==> config.mk <==
export PLATFORM = sky130hd
export DESIGN_NAME = err_signal_ctrl
export DESIGN_NICKNAME = d
export VERILOG_FILES = /design/src/rtl/err_signal_pkg.sv /design/src/rtl/err_classify.sv /design/src/rtl/err_msg_gate.sv /design/src/rtl/err_signal_ctrl.sv
export SDC_FILE = /design/constraint.sdc
export NUM_CORES = 1
export LEC_CHECK = 0
export ABC_CLOCK_PERIOD_IN_PS = 4600
export CAP_MARGIN = 25
export CORE_ASPECT_RATIO = 0.5
export CORE_MARGIN = 2
export CORE_UTILIZATION = 44
export CTS_CLUSTER_SIZE = 14
export DETAILED_ROUTE_END_ITERATION = 16
export GPL_TIMING_DRIVEN = 0
export PLACE_DENSITY = 0.79
export SETUP_SLACK_MARGIN = 0.3
export SLEW_MARGIN = 15
export SYNTH_ARGS = -nofsm -noshare
export SYNTH_HDL_FRONTEND = slang
export SYNTH_SLANG_ARGS = --single-unit
export TNS_END_PERCENT = 50
==> constraint.sdc <==
create_clock -name clk -period 4.6 [get_ports clk]
set_input_delay 1.38 -clock clk [delete_from_list [all_inputs] [get_ports clk]]
set_output_delay 1.38 -clock clk [all_outputs]
set_load 0.01 [all_outputs]
==> src/rtl/err_signal_pkg.sv <==
package err_signal_pkg;

    // uncorrectable bit positions used by the severity rule and gating
    localparam int unsigned UB_INTERNAL = 5;
    localparam int unsigned UB_UNSUPP   = 8;
    localparam logic [31:0] DEF_FATAL_SET = 32'h0000_003F;

    // correctable bit positions raised by the block itself
    localparam int unsigned CB_ADVISORY = 5;
    localparam int unsigned CB_HLOG_OVF = 7;

    // device status detected bits
    localparam int unsigned DS_COR = 0;
    localparam int unsigned DS_NF  = 1;
    localparam int unsigned DS_FAT = 2;
    localparam int unsigned DS_UR  = 3;

    typedef enum logic [1:0] {
        SEV_NONE     = 2'd0,
        SEV_COR      = 2'd1,
        SEV_NONFATAL = 2'd2,
        SEV_FATAL    = 2'd3
    } sev_e;

endpackage

==> src/rtl/err_classify.sv <==
module err_classify
    import err_signal_pkg::*;
#(
    parameter int unsigned UNC_W = 16,
    parameter int unsigned COR_W = 8
) (
    input  logic             corr,
    input  logic             adv,
    input  logic [UNC_W-1:0] bits,
    input  logic             aer_present,
    input  logic [UNC_W-1:0] unc_sev,
    output logic             ev_ok,
    output logic             use_cor,
    output logic             adv_path,
    output logic             fatal,
    output logic             is_ur,
    output logic [COR_W-1:0] cor_bit,
    output logic [UNC_W-1:0] unc_bit
);

    localparam logic [UNC_W-1:0] DEF_FATAL = DEF_FATAL_SET[UNC_W-1:0];

    logic one_hot;
    logic high_clear;

    always_comb begin
        one_hot    = (bits != '0) && ((bits & (bits - 1'b1)) == '0);
        high_clear = (bits[UNC_W-1:COR_W] == '0);
        ev_ok      = one_hot && (!corr || high_clear);

        if (aer_present) begin
            fatal = !corr && ((bits & unc_sev) != '0);
        end else begin
            fatal = !corr && ((bits & DEF_FATAL) != '0);
        end

        adv_path = !corr && adv && !fatal;
        use_cor  = corr || adv_path;
        is_ur    = !corr && bits[UB_UNSUPP];

        if (corr) begin
            cor_bit = bits[COR_W-1:0];
            unc_bit = '0;
        end else begin
            cor_bit = '0;
            if (adv_path) begin
                cor_bit[CB_ADVISORY] = 1'b1;
            end
            unc_bit = bits;
        end
    end

endmodule

==> src/rtl/err_msg_gate.sv <==
module err_msg_gate
    import err_signal_pkg::*;
(
    input  logic  use_cor,
    input  logic  fatal,
    input  logic  is_ur,
    input  logic  blocked,
    input  logic  cor_rpt_en,
    input  logic  nf_rpt_en,
    input  logic  fatal_rpt_en,
    input  logic  ur_rpt_en,
    input  logic  serr_en,
    output logic  emit,
    output sev_e  sev
);

    logic ur_hold;

    always_comb begin
        if (use_cor) begin
            ur_hold = is_ur && !ur_rpt_en;
            emit    = !blocked && !ur_hold && cor_rpt_en;
            sev     = SEV_COR;
        end else begin
            ur_hold = is_ur && !ur_rpt_en && !serr_en;
            emit    = !blocked && !ur_hold &&
                      (serr_en || (fatal ? fatal_rpt_en : nf_rpt_en));
            sev     = fatal ? SEV_FATAL : SEV_NONFATAL;
        end
    end

endmodule

==> src/rtl/err_signal_ctrl.sv <==
module err_signal_ctrl
    import err_signal_pkg::*;
#(
    parameter int unsigned UNC_W = 16,
    parameter int unsigned COR_W = 8,
    parameter int unsigned SRC_W = 16
) (
    input  logic             clk,
    input  logic             rst_n,
    input  logic             err_valid,
    input  logic             err_corr,
    input  logic             err_adv,
    input  logic [UNC_W-1:0] err_bits,
    input  logic [SRC_W-1:0] err_src,
    input  logic             aer_present,
    input  logic [UNC_W-1:0] unc_mask,
    input  logic [UNC_W-1:0] unc_sev,
    input  logic [COR_W-1:0] cor_mask,
    input  logic             cor_rpt_en,
    input  logic             nf_rpt_en,
    input  logic             fatal_rpt_en,
    input  logic             ur_rpt_en,
    input  logic             serr_en,
    input  logic             log_ovf,
    output logic [3:0]       dev_sts,
    output logic [COR_W-1:0] cor_sts,
    output logic [UNC_W-1:0] unc_sts,
    output logic             log_req,
    output logic [UNC_W-1:0] log_bits,
    output logic             msg_valid,
    output logic [1:0]       msg_sev,
    output logic [SRC_W-1:0] msg_src
);

    typedef struct packed {
        logic [3:0]       dev;
        logic [COR_W-1:0] cor;
        logic [UNC_W-1:0] unc;
        logic             log_v;
        logic [UNC_W-1:0] log_bits;
        logic             msg_v;
        sev_e             msg_sev;
        logic [SRC_W-1:0] msg_src;
        logic             hlo_pend;
        logic [SRC_W-1:0] last_src;
    } state_t;

    state_t st_d, st_q;

    // selected event: external strobe first, pending overflow otherwise
    logic             take_hlo;
    logic             sel_valid;
    logic             sel_corr;
    logic             sel_adv;
    logic [UNC_W-1:0] sel_bits;
    logic [SRC_W-1:0] sel_src;

    always_comb begin
        take_hlo  = st_q.hlo_pend && !err_valid;
        sel_valid = err_valid || take_hlo;
        sel_corr  = err_valid ? err_corr : 1'b1;
        sel_adv   = err_valid ? err_adv  : 1'b0;
        sel_src   = err_valid ? err_src  : st_q.last_src;
        if (err_valid) begin
            sel_bits = err_bits;
        end else begin
            sel_bits = '0;
            sel_bits[CB_HLOG_OVF] = 1'b1;
        end
    end

    logic             ev_ok, use_cor, adv_path, fatal, is_ur;
    logic [COR_W-1:0] cor_bit;
    logic [UNC_W-1:0] unc_bit;

    err_classify #(
        .UNC_W (UNC_W),
        .COR_W (COR_W)
    ) u_classify (
        .corr        (sel_corr),
        .adv         (sel_adv),
        .bits        (sel_bits),
        .aer_present (aer_present),
        .unc_sev     (unc_sev),
        .ev_ok       (ev_ok),
        .use_cor     (use_cor),
        .adv_path    (adv_path),
        .fatal       (fatal),
        .is_ur       (is_ur),
        .cor_bit     (cor_bit),
        .unc_bit     (unc_bit)
    );

    logic cor_masked;
    logic unc_masked;
    logic blocked;
    logic emit;
    sev_e sev;

    always_comb begin
        cor_masked = aer_present && ((cor_bit & cor_mask) != '0);
        unc_masked = aer_present && ((unc_bit & unc_mask) != '0);
        blocked    = use_cor ? cor_masked : unc_masked;
    end

    err_msg_gate u_gate (
        .use_cor      (use_cor),
        .fatal        (fatal),
        .is_ur        (is_ur),
        .blocked      (blocked),
        .cor_rpt_en   (cor_rpt_en),
        .nf_rpt_en    (nf_rpt_en),
        .fatal_rpt_en (fatal_rpt_en),
        .ur_rpt_en    (ur_rpt_en),
        .serr_en      (serr_en),
        .emit         (emit),
        .sev          (sev)
    );

    always_comb begin
        st_d          = st_q;
        st_d.log_v    = 1'b0;
        st_d.log_bits = '0;
        st_d.msg_v    = 1'b0;
        st_d.hlo_pend = (st_q.hlo_pend && !take_hlo) || (st_q.log_v && log_ovf);

        if (sel_valid && err_valid && ev_ok) begin
            st_d.last_src = err_src;
        end

        if (sel_valid && ev_ok) begin
            if (is_ur) begin
                st_d.dev[DS_UR] = 1'b1;
            end
            if (use_cor) begin
                st_d.dev[DS_COR] = 1'b1;
                if (aer_present) begin
                    st_d.cor = st_q.cor | cor_bit;
                    if (adv_path && !cor_masked) begin
                        st_d.unc = st_q.unc | unc_bit;
                        if (!unc_masked) begin
                            st_d.log_v    = 1'b1;
                            st_d.log_bits = unc_bit;
                        end
                    end
                end
            end else begin
                if (fatal) begin
                    st_d.dev[DS_FAT] = 1'b1;
                end else begin
                    st_d.dev[DS_NF] = 1'b1;
                end
                if (aer_present) begin
                    st_d.unc = st_q.unc | unc_bit;
                    if (!unc_masked) begin
                        st_d.log_v    = 1'b1;
                        st_d.log_bits = unc_bit;
                    end
                end
            end
            st_d.msg_v   = emit;
            st_d.msg_sev = emit ? sev : SEV_NONE;
            st_d.msg_src = sel_src;
        end
    end

    always_ff @(posedge clk) begin
        if (!rst_n) begin
            st_q <= '0;
        end else begin
            st_q <= st_d;
        end
    end

    assign dev_sts   = st_q.dev;
    assign cor_sts   = st_q.cor;
    assign unc_sts   = st_q.unc;
    assign log_req   = st_q.log_v;
    assign log_bits  = st_q.log_bits;
    assign msg_valid = st_q.msg_v;
    assign msg_sev   = st_q.msg_sev;
    assign msg_src   = st_q.msg_src;

endmodule

# Word level (Yosys, flattened, before mapping)
# Index checks and enable logic that the tools add are counted.
# word_totals
reg_bits	81
wordCells	93
output_inout_bits	64
in_bits	84
# op_classes
n_mux	19
bitwise_logic	8
n_addsub	1
eq_ne	1
reduce_logical	51
# ops
cell	n
$mux W33	4
$reduce_bool A16 Y1	4
$and A16 B16 Y16	3
$mux W16	3
$logic_and A1 B1 Y1	22
$mux W17	1
$logic_not A16 Y1	1
$or A16 B16 Y16	1
$sub A16 B1 Y16 const B	1
$reduce_and A3 Y1	4
$logic_not A1 Y1	10
$and A8 B8 Y8	1
$logic_not A8 Y1	1
$mux W1	8
$mux W8	1
$or A8 B8 Y8	1
$reduce_bool A8 Y1	1
$reduce_and A2 Y1	3
$logic_or A1 B1 Y1	5
$mux W2	2
$ne A2 B1 Y1 const B	1
$not A1 Y1	2

# Longest topological paths before layout
# Gate-level depths: netlist (run 1).
# logic_depth
word_depth	18
ltp_mapped	9
depth_no_buf	6

# By module
# From an unflattened synthesis (run 1), not the netlist that was laid out.
# unflattened
cells_unflattened	495
area_unflattened_um2	4196.5
# by_module_without_submodules
mod	area_each_um2	seq_area_each_um2	cells_per_inst	n_inst
err_signal_ctrl	3661.0	1621.6	409	1
err_classify	484.2	0.0	78	1
err_msg_gate	51.3	0.0	8	1

# Worst setup path before layout (run 1)
# No wires, ideal clock.
# synth_timing
path_kind	in2reg
start	in err_bits[8]
end	reg st_q (netlist bit log_bits[10])
n_path_buf	3
required_ps	4526
setup_time_ps	74
arrival_time_ps	3649
path_slack_ps	878
cell_stages	9
path_cell_list	buf_2 -> or4_1 -> o21ai_0 -> a21oi_1 -> a211o_1 -> or4_1 -> buf_2 -> buf_6 -> nor3b_2
# synth_via
elab_chain_cells	17
elab_cells_between_ends	34
classes_between	1 x add/sub; 10 x mux; 4 x bitwise; 19 x reduce/logical
# synth_lines
element	line	text
from (decl)	err_signal_ctrl.sv:13	input logic [UNC_W-1:0] err_bits,
$mux W16 *	err_signal_ctrl.sv:64	if (err_valid) begin
$and A16 B16 Y16	err_classify.sv:32	fatal = !corr && ((bits & unc_sev) != '0);
$reduce_bool A16 Y1	err_classify.sv:32	
$logic_and A1 B1 Y1	err_classify.sv:32	
$mux W1	err_classify.sv:31	if (aer_present) begin
$logic_not A1 Y1	err_classify.sv:37	adv_path = !corr && adv && !fatal;
$logic_and A1 B1 Y1	err_classify.sv:37	
$mux W1	err_classify.sv:46	if (adv_path) begin
$mux W8	err_classify.sv:41	if (corr) begin
$and A8 B8 Y8	err_signal_ctrl.sv:101	cor_masked = aer_present && ((cor_bit & cor_mask) != '0);
$reduce_bool A8 Y1	err_signal_ctrl.sv:101	
$logic_and A1 B1 Y1	err_signal_ctrl.sv:101	
$logic_not A1 Y1	err_signal_ctrl.sv:139	if (adv_path && !cor_masked) begin
$logic_and A1 B1 Y1	err_signal_ctrl.sv:139	
$mux W33	err_signal_ctrl.sv:139	
$mux W33	err_signal_ctrl.sv:137	if (aer_present) begin
$mux W33	err_signal_ctrl.sv:135	if (use_cor) begin
to (signal assigned)	err_signal_ctrl.sv:171	st_q <= st_d;
to (decl)	err_signal_ctrl.sv:48	state_t st_d, st_q;
# Mark *: on every way between the ends. The rest lies on a longest branch, timed or not. The select of a mux whose other input is x is not followed.
# A chain may end at the register's enable or synchronous reset.

# Worst setup path after layout (run 1)
# layout_timing
start	in err_bits[11]
end	reg st_q (netlist bit log_req)
# Same word-level chain as after synthesis.

==> impl_metrics.yaml, run 1 <==
power_and_ir_drop:
  seqPwrFrac_pct: 44.5
  comb_power_share_pct: 13.5
  vdd_drop_max_mv: 0.1758
  p_leak_nw: 2.159
  p_clk_share_pct: 42.0
  finalPower_mw: 1.589
  intPower_mw: 1.173
  p_sw_share_pct: 26.14
  power_switching_mw: 0.4152
  p_per_area_nw_per_um2: 270.4
final_layout:
  nNetsFinal: 692
  finalNonFillerCells: 730
  fillers: 748
  multi_input_area_sq_um: 1841
  seq_area_sq_um: 1622
  drive_above_1_share_pct: 17.13
  mostFrequentLayoutCells: "132 x clkdlybuf4s50_1, 81 x dfxtp_1, 62 x buf_4, 41 x a21oi_1, 31 x clkbuf_1"
  diodes: 0
  area_growth_pct: 42.78
  final_common_cell: "clkdlybuf4s50_1"
  post-route-util_pct: 66.10
floorplan:
  rows: 24
  coreArea_sq_um: 8889
  die_h_um: 72.39
  die_area_sq_um: 10190
  fp.dieW_um: 140.8
  pin_count: 148
  initial_core_util_pct: 46.30
route:
  initialDrtViolationCount: 342
  via_per_inst: 5.478
  wl_per_cell_um: 16.41
  drc: 0
  ant_nets: 0
  via_count: 3999
  dr.pass1.iters: 5
  wl_um: 11980
worst_setup_path:
  slowest_delay_ns: 0.58
  cp_top_family: "simple AND/OR/NAND/NOR gates"
  critPathLaunch: "err_bits[11]"
  crit_chain: "clkdlybuf4s50_1 -> or4_1 -> nor4_2 -> nand2_1 -> a211o_1 -> or4_1 -> buf_2 -> buf_6 -> nor2_1"
  reg2reg_slack_ns: 2.95
  path_common_cell: "or4_1"
  worst-setup-path-type: "in -> reg"
  cp_max_fo: 10
  path_depth: 9
  r2r_end: "msg_src[11]$_SDFFE_PN0P_"
  end_kind: "flip-flop"
  start_kind: "input port"
  endpoint: "log_req$_SDFF_PN0_"
  r2r-start: "st_q[16]$_SDFF_PN0_"
  cp_num_buf_inv: 3
  crit_arrival_ns: 4.40
  ff2ff_path_depth: 4
  required_ns: 4.84
  critical_path.slowest_cell: "clkdlybuf4s50_1"
timing:
  tns_ns: 0
  grt_setup_unrepaired: "false"
  fin_ws_ns: 0.4429
  max_freq_ghz: 0.2406
  hold_viol: 0
  min_period_ns: 4.157
  skew_ns: 0.003684
  setup_viol: 0
  final_max_slew_viol_count: 0
  worst_slew_pin_slew_ns: 0.6973
  relSlewSlack_pct: 53.52
  min_period_over_period_pct: 90.37
synth:
  syn_nets: 549
  ys_types: 48
  ys.warnings.count: 0
  netlist_area_sq_um: 4115
  syn-mean-instance-area_sq_um: 8.850
  synth_edf_count: 0
  async_flop_share_pct: 0
  synth_seq_area_share_pct: 39.40
  ys.flop_type: "dfxtp_1"
  synth_cells: 465
  ys_ff_latch: 81
placement:
  gp_congestion: 0.9295
  io_buffers: 132
  place_inst: 714
  dp_hpwl_um: 8851
  post-place-ws_ns: 0.2037
clock_tree:
  cts_made_buffers: 9
  cts_hold_buffers: 0
  clockBufferDepth: 2
  clock_latency_ns: 0.34
  clkTransAtPathRegs_ns: 0.06
  cts_tree: "built"
  clock-sinks: 81
  h-tree-depth: 3
  clock-root-buffer: "clkbuf_16"
grt:
  grt_max_degree: 16
  grt_pass1_vias: 3641
  grt_pass1_wl_um: 18550
  grt_util_all_layers_pct: 23.26
  overflow: 0
  antenna_found_initial: 0
hold_path:
  hp-class: "reg -> reg"
flow_run:
  maxCapViolCount: 0
run_status:
  outcome: "finished clean"
-- cells by family after synthesis --
logic type	count (synthesis)	synth area share, %
DFF	81	39.40
muxes	18	4.409
buffers and inverters	109	16.21
AOI/OAI and AO/OA	156	25.63
and+or+nand+nor	101	14.35
-- state kept, by name (all words and copies together), names as in the netlist --
name,cells
st_q,17
msg_sev,2
msg_valid,1
log_req,1
log_bits,16
dev_sts,4
msg_src,16
cor_sts,8
unc_sts,16
-- final cells by class --
cell class	count	area share (%)
Multi-Input combinational cell	275	31.32
Sequential cell	81	27.60
Timing Repair Buffer	132	22.49
Buffer	104	11.03
Clock buffer	9	3.833
Tap cell	117	2.491
Clock inverter	7	0.9157
Inverter	5	0.3194
-- synth_stat cells, types with 2 or more instances --
master / n / share of area (%)
dfxtp_1: 81 / 39
a22o_1: 14 / 3.0
nor3b_1: 6 / 1.1
o31ai_1: 6 / 1.1
inv_1: 4 / 0.36
nor4_2: 2 / 0.61
o211ai_1: 4 / 0.73
o21ai_1: 3 / 0.36
o21a_1: 3 / 0.55
nor2_1: 19 / 1.7
nor3b_2: 9 / 2.7
nand3_1: 26 / 3.2
a211oi_1: 20 / 3.6
mux2i_1: 17 / 4.1
nor3_1: 8 / 0.97
a222oi_1: 2 / 0.49
a21oi_1: 41 / 5.0
o21ai_0: 20 / 2.4
a31oi_1: 4 / 0.61
buf_6: 2 / 0.55
o2111ai_1: 2 / 0.43
nor2b_1: 2 / 0.30
buf_4: 62 / 11
a41oi_1: 8 / 1.7
a22oi_1: 16 / 2.9
nand4_1: 2 / 0.30
or4_1: 3 / 0.55
clkbuf_1: 31 / 2.8
nand2b_1: 3 / 0.46
buf_2: 8 / 0.97
nand2_1: 17 / 1.6
a21boi_0: 4 / 0.73
-- metal layers --
layer	GRT usage, %	vias to the layer above	wire length [um]
li1	-	1956	-
met1	30.13	1883	5314
met2	39.46	145	5776
met3	5.479	15	758
met4	6.667	0	126
met5	0	-	0
-- worst min-delay path, cell delays in order (launching register included) --
cell,delay (ns)
dfxtp_1,0.31
nand2_1,0.05
o21ai_1,0.05
-- worst min path at each step --
stage                                 start                      end  cells after the start
floorplan           unc_sts[8]$_SDFFE_PN0P_  unc_sts[8]$_SDFFE_PN0P_                      2
global placement    unc_sts[8]$_SDFFE_PN0P_  unc_sts[8]$_SDFFE_PN0P_                      2
detailed placement  unc_sts[8]$_SDFFE_PN0P_  unc_sts[8]$_SDFFE_PN0P_                      2
CTS                 unc_sts[8]$_SDFFE_PN0P_  unc_sts[8]$_SDFFE_PN0P_                      2
global route        unc_sts[8]$_SDFFE_PN0P_  unc_sts[8]$_SDFFE_PN0P_                      2
finish              unc_sts[8]$_SDFFE_PN0P_  unc_sts[8]$_SDFFE_PN0P_                      2
-- stage by stage --
| stage | instance area [sq um] | hold slack, ns |
|---|---|---|
| finish | 5876 | 0.4501 |
| global route | 5876 | 0.4753 |
| CTS | 5862 | 0.4520 |
| detailed placement | 5583 | 0.4401 |
| global placement | 5583 | 0.4354 |
| floorplan | 4115 | 0.4262 |
-- power by group through the flow --
| stage | registers [mW] | clock network (mW) | logic, mW |
|---|---|---|---|
| after floorplan | 0.722 | 0 | 0.104 |
| after global placement | 0.722 | 0 | 0.206 |
| after detailed placement | 0.723 | 0 | 0.208 |
| after CTS | 0.707 | 0.678 | 0.209 |
| after global routing | 0.707 | 0.710 | 0.231 |
| final | 0.707 | 0.668 | 0.214 |
-- what timing repair did --
item | in CTS | in global routing
buffers inserted | 0 | 0
resized for setup | 0 | 3
setup endpoints to repair | 0 | 16
(Power assumes the default switching activity.)
==> run 2, diff against run 1 <==
- GPL_ROUTABILITY_DRIVEN: default -> 0
==> results of run 2 <==
Same layout as run 1: the final DEF is identical, and so are final timing and power.
==> run 3, diff against run 2 <==
- ABC_CLOCK_PERIOD_IN_PS: 4600 -> default
- CAP_MARGIN: 25 -> 20
- CORE_UTILIZATION: 44 -> 30
- PLACE_DENSITY: 0.79 -> default
==> impl_metrics.yaml, run 3 (same netlist as run 1, synthesis figures left out) <==
run_status:
  outcome: "finished clean"
grt:
  grt_max_degree: 15
  grt_pass1_vias: 3675
  grt_util_all_layers_pct: 17.68
  overflow: 0
  antenna_found_initial: 0
  grt_pass1_wl_um: 20010
power_and_ir_drop:
  vdd_drop_max_mv: 0.1832
  p_per_area_nw_per_um2: 302.4
  p_leak_nw: 2.217
clock_tree:
  cts_hold_buffers: 0
  clockBufferDepth: 2
  h-tree-depth: 3
  cts_made_buffers: 9
  clock_latency_ns: 0.35
  clkTransAtPathRegs_ns: 0.06
  clock-sinks: 81
  cts_tree: "built"
  clock-root-buffer: "clkbuf_16"
placement:
  io_buffers: 132
  post-place-ws_ns: 0.09743
  dp_hpwl_um: 9584
  place_inst: 773
  postPlaceCellArea_sq_um: 5657
timing:
  relSlewSlack_pct: 50.19
  fin_ws_ns: 0.4270
  setup_viol: 0
  hold_viol: 0
  tns_ns: 0
  final_max_slew_viol_count: 0
  worst_slew_pin_slew_ns: 0.7471
  skew_ns: 0.008375
  hold_slack_ns: 0.4533
  min_period_over_period_pct: 90.72
  min_period_ns: 4.173
  grt_setup_unrepaired: "true"
  max_freq_ghz: 0.2396
hold_path:
  min_from: "unc_sts[5]$_SDFFE_PN0P_"
  min_path_cells: 2
  hold_path_end: "unc_sts[5]$_SDFFE_PN0P_"
  hp-class: "reg -> reg"
route:
  via_per_inst: 5.011
  drc: 0
  via_count: 3959
  dr.pass1.iters: 4
  ant_nets: 0
  initialDrtViolationCount: 251
  wl_per_cell_um: 16.54
  wl_um: 13070
floorplan:
  initial_core_util_pct: 30.54
  die_h_um: 86.82
  die_area_sq_um: 14730
  pin_count: 148
  coreArea_sq_um: 13480
  fp.dieW_um: 169.6
  rows: 30
worst_setup_path:
  crit_arrival_ns: 4.41
  cp_max_fo: 10
  r2r-start: "st_q[16]$_SDFF_PN0_"
  r2r_end: "msg_src[5]$_SDFFE_PN0P_"
  ff2ff_path_depth: 5
  reg2reg_slack_ns: 3.00
  end_kind: "flip-flop"
  required_ns: 4.83
  start_kind: "input port"
  worst-setup-path-type: "in -> reg"
final_layout:
  mostFrequentLayoutCells: "132 x clkdlybuf4s50_1, 81 x dfxtp_1, 62 x buf_4, 41 x a21oi_1, 30 x clkbuf_1"
  area_growth_pct: 46.88
  nNetsFinal: 692
  top_register: "st_q"
  final_common_cell: "clkdlybuf4s50_1"
  drive_above_1_share_pct: 17.13
  finalNonFillerCells: 790
  largest_register_ff_count: 17
  fin_area_sq_um: 6045
flow_run:
  maxCapViolCount: 0
[run 3: routing by layer]
| layer | part of all wire (%) | vias to the layer above | global-route usage, % |
|---|---|---|---|
| met4 | 0.93 | 0 | 4.196 |
| met5 | 0 | - | 0 |
| met3 | 5.9 | 14 | 3.973 |
| met1 | 48 | 1864 | 24.69 |
| li1 | - | 1938 | - |
| met2 | 45 | 143 | 27.87 |
[run 3: worst max-delay path by stage]
stage          slack (ns)                  endpoint    startpoint  cells after the start
6_report             0.43        log_req$_SDFF_PN0_   err_bits[5]                      9
5_1_grt              0.27        log_req$_SDFF_PN0_   err_bits[5]                      9
4_1_cts              0.45  msg_src[13]$_SDFFE_PN0P_  err_bits[11]                      8
3_5_place_dp          0.1  msg_src[10]$_SDFFE_PN0P_   err_bits[5]                      8
3_3_place_gp         0.14  msg_src[15]$_SDFFE_PN0P_  err_bits[11]                      8
2_1_floorplan        0.88   log_bits[10]$_SDFF_PN0_   err_bits[8]                      9
[run 3: stage by stage]
stage               utilization (%)  total power, mW
finish                        44.86            1.828
CTS                           44.77            1.846
floorplan                         -           0.8256
global placement              41.98           0.9361
global route                  44.84            1.898
detailed placement            41.98           0.9372
[run 3: area by class of cell]
cell class / count / area, sq um
diodes: 1 / 2.502
plain buffers: 104 / 649.4
clock buffers: 10 / 239.0
clock inverters: 6 / 137.6
fillers: 1305 / 7431
inverters: 5 / 18.77
multi-input cells: 275 / 1834
flip-flops and latches: 81 / 1622
well taps: 176 / 220.2
repair buffers: 132 / 1321
[run 3: timing repair]
action | CTS | global route
setup buffers | 0 | 0
gates resized for setup | 0 | 4
setup endpoints to repair | 0 | 34
[run 3: power breakdown]
group          internal [mW]  switching [mW]
Clock                  0.603           0.302
Combinational         0.0993           0.117
Sequential             0.705         0.00182
[run 3: critical path, stage by stage]
cell and delay [ns]:
clkdlybuf4s50_1 0.62, nor3_1 0.41, nor3b_2 0.31, nand2_1 0.12, a211o_1 0.41, or4_1 0.53
buf_2 0.21, buf_6 0.17, nor2_1 0.24
